### config.mk
export PLATFORM = sky130hd
export DESIGN_NAME = skew_strobe_seq
export DESIGN_NICKNAME = d
export VERILOG_FILES = /design/src/rtl/skewseq_pkg.sv /design/src/rtl/skewseq_vec_hold.sv /design/src/rtl/skewseq_compare.sv /design/src/rtl/skew_strobe_seq.sv
export SDC_FILE = /design/constraint.sdc
export NUM_CORES = 1
export LEC_CHECK = 0
export BUFFER_PORTS_ARGS = -buffer_cell sky130_fd_sc_hd__buf_4
export CAP_MARGIN = 10
export CORE_MARGIN = 4
export CORE_UTILIZATION = 50
export CTS_CLUSTER_SIZE = 28
export DETAILED_ROUTE_END_ITERATION = 8
export PLACE_DENSITY = 0.84
export SLEW_MARGIN = 20
export SYNTH_ARGS = -nofsm -noshare
export SYNTH_HDL_FRONTEND = slang
export SYNTH_SLANG_ARGS = --single-unit
### constraint.sdc
create_clock -name clk -period 2.9 [get_ports clk]
set_input_delay 0.29 -clock clk [delete_from_list [all_inputs] [get_ports clk]]
set_output_delay 0.29 -clock clk [all_outputs]
set_load 0.05 [all_outputs]
### src/rtl/skewseq_pkg.sv
package skewseq_pkg;
    typedef enum logic [2:0] {
        ST_IDLE,
        ST_LAUNCH,
        ST_WAIT_STROBE,
        ST_SAMPLE,
        ST_NEXT_VECTOR,
        ST_NEXT_PASS,
        ST_DONE
    } seq_state_e;
endpackage

### src/rtl/skewseq_vec_hold.sv
module skewseq_vec_hold #(
    parameter int W = 8
) (
    input  logic         clk,
    input  logic         rst,
    input  logic         load,
    input  logic [W-1:0] drv_in,
    input  logic [W-1:0] exp_in,
    input  logic [W-1:0] mask_in,
    output logic [W-1:0] drv_q,
    output logic [W-1:0] exp_q,
    output logic [W-1:0] mask_q
);
    always_ff @(posedge clk) begin
        if (rst) begin
            drv_q  <= '0;
            exp_q  <= '0;
            mask_q <= '0;
        end else if (load) begin
            drv_q  <= drv_in;
            exp_q  <= exp_in;
            mask_q <= mask_in;
        end
    end

    // held stimulus only moves on a load
    a_r3_hold_until_load: assert property (@(posedge clk) disable iff (rst)
        !load |=> $stable(drv_q) && $stable(exp_q) && $stable(mask_q));
endmodule

### src/rtl/skewseq_compare.sv
module skewseq_compare #(
    parameter int W      = 8,
    parameter int MISS_W = 4,
    parameter int K_W    = 5
) (
    input  logic              clk,
    input  logic              rst,
    input  logic              clear,
    input  logic              sample,
    input  logic [W-1:0]      obs,
    input  logic [W-1:0]      exp_bits,
    input  logic [W-1:0]      care,
    input  logic [K_W-1:0]    pass_k,
    output logic [MISS_W-1:0] miss_cnt,
    output logic              first_valid,
    output logic [K_W-1:0]    first_pass
);
    localparam logic [MISS_W-1:0] MISS_MAX = {MISS_W{1'b1}};

    logic miss;
    assign miss = |((obs ^ exp_bits) & care);

    always_ff @(posedge clk) begin
        if (rst || clear) begin
            miss_cnt    <= '0;
            first_valid <= 1'b0;
            first_pass  <= '0;
        end else if (sample && miss) begin
            if (miss_cnt != MISS_MAX) miss_cnt <= miss_cnt + 1'b1;
            if (!first_valid) begin
                first_valid <= 1'b1;
                first_pass  <= pass_k;
            end
        end
    end

    // a saturated count never wraps
    a_r8_no_wrap: assert property (@(posedge clk) disable iff (rst)
        (miss_cnt == MISS_MAX && !clear) |=> miss_cnt == MISS_MAX);
    // the first-failure record is frozen once set
    a_r9_first_frozen: assert property (@(posedge clk) disable iff (rst)
        (first_valid && !clear) |=> first_valid && $stable(first_pass));
endmodule

### src/rtl/skew_strobe_seq.sv
module skew_strobe_seq #(
    parameter int W      = 8,
    parameter int NMAX   = 16,
    parameter int VC_W   = 8,
    parameter int MISS_W = 4,
    localparam int N_W   = $clog2(NMAX + 1)
) (
    input  logic              clk,
    input  logic              rst,
    input  logic              start,
    input  logic [N_W-1:0]    cfg_n,
    input  logic [VC_W-1:0]   cfg_vcount,
    input  logic              vec_valid,
    output logic              vec_ready,
    output logic [VC_W-1:0]   vec_idx,
    input  logic [W-1:0]      vec_drive,
    input  logic [W-1:0]      vec_expect,
    input  logic [W-1:0]      vec_mask,
    output logic [W-1:0]      dut_in,
    output logic              tclk_en,
    output logic              ff_clk_en,
    output logic              strobe,
    output logic [N_W-1:0]    skew,
    input  logic [W-1:0]      dut_obs,
    output logic [MISS_W-1:0] miss_cnt,
    output logic              first_fail_valid,
    output logic [N_W-1:0]    first_fail_pass,
    output logic              done
);
    import skewseq_pkg::*;

    localparam logic [N_W-1:0] N_ONE = N_W'(1);
    localparam logic [N_W-1:0] N_TOP = N_W'(NMAX);

    seq_state_e        state, state_nx;
    logic [N_W-1:0]    n_reg, cyc, k_reg, n_clamped;
    logic [VC_W-1:0]   vcnt_reg, vidx;
    logic              idle_like, in_period, end_period, more_vecs, fire, take_start;
    logic [W-1:0]      exp_q, mask_q;
    seq_state_e        first_st;

    assign idle_like  = (state == ST_IDLE) || (state == ST_DONE);
    assign take_start = idle_like && start;
    assign in_period  = (state == ST_WAIT_STROBE) || (state == ST_SAMPLE)
                     || (state == ST_NEXT_VECTOR);
    assign end_period = (cyc == n_reg);
    assign more_vecs  = (vidx != vcnt_reg);
    assign first_st   = (k_reg == N_ONE) ? ST_SAMPLE : ST_WAIT_STROBE;
    assign n_clamped  = (cfg_n == '0) ? N_ONE : ((cfg_n > N_TOP) ? N_TOP : cfg_n);

    assign vec_ready = (state == ST_LAUNCH) || (in_period && end_period && more_vecs);
    assign fire      = vec_ready && vec_valid;

    // next-state process
    always_comb begin
        state_nx = state;
        unique case (state)
            ST_IDLE, ST_DONE: begin
                if (start) state_nx = (cfg_vcount == '0) ? ST_DONE : ST_LAUNCH;
            end
            ST_LAUNCH: begin
                if (vec_valid) state_nx = first_st;
            end
            ST_WAIT_STROBE: begin
                if (cyc + N_ONE == k_reg) state_nx = ST_SAMPLE;
            end
            ST_SAMPLE, ST_NEXT_VECTOR: begin
                if (!end_period)     state_nx = ST_NEXT_VECTOR;
                else if (more_vecs)  state_nx = vec_valid ? first_st : ST_LAUNCH;
                else if (k_reg == n_reg) state_nx = ST_DONE;
                else                 state_nx = ST_NEXT_PASS;
            end
            ST_NEXT_PASS: state_nx = ST_LAUNCH;
            default:      state_nx = ST_IDLE;
        endcase
    end

    // state register and counters
    always_ff @(posedge clk) begin
        if (rst) begin
            state    <= ST_IDLE;
            n_reg    <= N_ONE;
            vcnt_reg <= '0;
            cyc      <= '0;
            k_reg    <= '0;
            vidx     <= '0;
        end else begin
            state <= state_nx;
            if (take_start) begin
                n_reg    <= n_clamped;
                vcnt_reg <= cfg_vcount;
                k_reg    <= N_ONE;
                vidx     <= '0;
                cyc      <= '0;
            end else begin
                if (fire) begin
                    cyc  <= N_ONE;
                    vidx <= vidx + 1'b1;
                end else if (in_period && !end_period) begin
                    cyc <= cyc + N_ONE;
                end
                if (state == ST_NEXT_PASS) begin
                    k_reg <= k_reg + N_ONE;
                    vidx  <= '0;
                end
            end
        end
    end

    // output process
    always_comb begin
        tclk_en   = in_period && (cyc == N_ONE);
        ff_clk_en = in_period;
        strobe    = (state == ST_SAMPLE);
        done      = (state == ST_DONE);
        skew      = k_reg;
        vec_idx   = vidx;
    end

    skewseq_vec_hold #(.W(W)) i_hold (
        .clk     (clk),
        .rst     (rst),
        .load    (fire),
        .drv_in  (vec_drive),
        .exp_in  (vec_expect),
        .mask_in (vec_mask),
        .drv_q   (dut_in),
        .exp_q   (exp_q),
        .mask_q  (mask_q)
    );

    skewseq_compare #(.W(W), .MISS_W(MISS_W), .K_W(N_W)) i_cmp (
        .clk         (clk),
        .rst         (rst),
        .clear       (take_start),
        .sample      (strobe),
        .obs         (dut_obs),
        .exp_bits    (exp_q),
        .care        (mask_q),
        .pass_k      (k_reg),
        .miss_cnt    (miss_cnt),
        .first_valid (first_fail_valid),
        .first_pass  (first_fail_pass)
    );

    // period cycles are contiguous after the first one
    a_r5_no_gap: assert property (@(posedge clk) disable iff (rst)
        (ff_clk_en && !tclk_en) |-> $past(ff_clk_en));
    // no second strobe before a new period begins
    a_r6_single_strobe: assert property (@(posedge clk) disable iff (rst)
        strobe |=> (!strobe || tclk_en));
    // a refused handshake outside a period keeps the device clock off
    a_r4_stall_quiet: assert property (@(posedge clk) disable iff (rst)
        (vec_ready && !vec_valid) |=> !ff_clk_en);
    // skew stays within 1..N during a period
    a_r7_skew_range: assert property (@(posedge clk) disable iff (rst)
        ff_clk_en |-> (skew >= N_ONE && skew <= n_reg));
    // configuration held while running
    a_r2_cfg_held: assert property (@(posedge clk) disable iff (rst)
        !idle_like |=> $stable(n_reg) && $stable(vcnt_reg));
    // done holds until a start
    a_r10_done_hold: assert property (@(posedge clk) disable iff (rst)
        (done && !start) |=> done);
endmodule

==> qor.txt <==
status - finished, final reports clean
cell area after synthesis - 3500 um^2
Met1 Wirelength - 3670 um
simple-gate share of the synthesized area - 20.7%
syn_area_per_cell - 8.80 um^2
Area Growth Syn to Fin - 25.5%
Die Area - 8410 um^2
IO buf count - 84
Startpoint Class - flip-flop
CP Max Fanout - 12
Final Hold Viols - 0
Critical Path RT - 2.61 ns
Pint - 1.81 mW
total global-route track usage - 20.6%
1st-pass router iterations - 4
Worst-Margin Slew - 0.701 ns
die width - 91.7 um
Slew HR - 53.1%
DRC viols - 0
RD Place Congestion - 0.865
LEAKAGE - 2.02 nW
hold_buf cts - 0
P_sw - 0.888 mW
Initial Util - 51.5%
fin crit share - 89.6%
CP cell instances - nor2b_1, nand3_1, a211oi_2, nor3_1, inv_1, buf_4
Pwr per Cell Area - 614 nW/um^2
H-tree levels - 3
Final TNS setup - 0 ns
number of synthesized register bits - 68
pin count of the biggest net entering global routing - 43
fraction of synthesized area in multiplexers - 9.18%
maximum clock rate - 385 MHz
metal3 WL - 525 um
core area - 6790 um^2
crit end category - primary output
fraction of layout instances using a drive strength above 1 - 24.2%
Worst Skew - 0.00705 ns
post-layout util - 64.7%
number of max-cap violations - 0
Yosys warnings - 0
worst hold slack - 0.185 ns
Detail Route Antenna Nets - 0
final max-slew violation count - 0
PostCTS Resize Cnt - 0
delay of the slowest cell on the worst path - 0.53 ns
post-synthesis adder-cell area fraction - 2.43%
Comb pwr share - 28.7%
vias in the first global route - 3027
Skew-Pair Late Insertion Delay - 0.34 ns
Synth Area in Compound Gates - 13.6%
sequential share of power - 40.5%
Critical Path AT - 2.31 ns
post-CTS setup buffer count - 0
Remaining Overflow, GRT - 0
first-pass GRT wire length - 14200 um
Worst Path Buf+Inv - 2
min Tclk post-route - 2.60 ns
WL met2 - 4090 um
vias - 3094
Clock transition at path regs - 0.08 ns
Cells after Synth - 398
Post-Syn Nets - 453
CP max stage cell - dfxtp_1
antenna fix cells - 0
cell taking the most area after synthesis - dfxtp_1
Top Metal Used - met4
ys flop type - dfxtp_1
largest cells by area after synthesis - dfxtp_1, mux2i_1, xor2_1, nor2_1, xnor2_1
Yosys cell types - 60
count leader, synth - dfxtp_1
clock network fraction of design power - 30.8%
Clock Path Buffers - 2
DP Wirelength - 6190 um
number of vias per cell - 5.41
ys async rst share - 0%
top-area cell type share of the netlist area - 38.9%
worst reg2reg setup slack - 0.45 ns
clock sinks - 68
Avg WL per Cell - 14.8 um
register area share after synthesis - 38.9%
XOR/XNOR Fraction of Synth Area - 10.3%
VDD IR max - 0.431 mV
Rows - 30
final WL - 8450 um
Die Y - 91.7 um
Setup violations, final - 0
CTS tree - yes
WS Path Type - flip-flop to primary output
root buf cell - clkbuf_8
antenna violations before repair - 0
top cells by count, synth - dfxtp_1, nor2_1, nand2_1
Sw Share - 32.9%
type of the worst min-delay path - input pin to flip-flop
Nets - 527
RSZ-0062 raised after global routing - no
critical path's top delay family - simple AND/OR/NAND/NOR gates
EDFF count, synth - 0
# IOs - 85
combinational family with the most area after synthesis - simple AND/OR/NAND/NOR gates
number of CTS-inserted buffers - 9
1st-iter DRT viols - 133
## stage by stage
stage | power [mW] | setup slack, ns | cells | instance area [um^2]
after floorplan | 1.67 | 0.511 | 398 | 3500
after CTS | 2.71 | 0.307 | 572 | 4390
after detailed placement | 1.88 | 0.456 | 557 | 4190
after global routing | 2.84 | 0.116 | 572 | 4390
after global placement | 1.87 | 0.520 | 557 | 4190
final | 2.70 | 0.303 | 572 | 4390
## routing by layer
layer / up-vias / global-route usage [%]
met5: - / 0
met4: 0 / 8.04
met3: 17 / 4.51
met2: 109 / 34.8
met1: 1445 / 25.4
li1: 1523 / -
## area by class of cell
| cell class | count | area, um^2 |
|---|---|---|
| multi-input cells | 290 | 1970 |
| clock inverters | 5 | 77.6 |
| fillers | 570 | 2400 |
| well taps | 96 | 120 |
| repair buffers | 89 | 681 |
| inverters | 14 | 52.6 |
| clock buffers | 10 | 128 |
| flip-flops and latches | 68 | 1360 |
## cell usage in the layout, fill, tap and decap left out, drive strengths merged, types with 4 or more instances in the layout
cell type,count
xnor2,17
nor4,4
mux2i,31
and2,4
nor3,6
ha,6
dfxtp,68
nand3,14
nand4,4
nand3b,4
a211oi,6
clkbuf,10
inv,14
buf,89
a21oi,26
o21ai,11
nor2,47
a22oi,5
xor2,24
nand2,34
or3,7
## final timing paths
kind                start              end  cells past startpoint
max              state[1]        vec_ready                      6
min          vec_drive[7]  i_hold.drv_q[7]                      3
max reg2reg    vec_idx[5]  i_hold.exp_q[4]                      7
min reg2reg   vcnt_reg[2]      vcnt_reg[2]                      2
## tightest hold or removal path: stages
cell	delay [ns]
buf_4	0.07
mux2i_1	0.05
nor2_1	0.07
## power by group through the flow
| stage | Clock [mW] | Sequential, mW | Combinational [mW] |
|---|---|---|---|
| after CTS | 0.846 | 1.09 | 0.775 |
| after global placement | 0 | 1.11 | 0.755 |
| after detailed placement | 0 | 1.11 | 0.772 |
| after global routing | 0.887 | 1.10 | 0.844 |
| final | 0.831 | 1.09 | 0.776 |
| after floorplan | 0 | 1.13 | 0.533 |
## cells by family after synthesis
kind of cell,count (synthesis)
compound gates,68
xor+xnor,41
fa+ha+maj,7
buf+inv,40
flops,68
mux,32
simple gates,142
No activity file was read; power rests on OpenSTA's default activity.
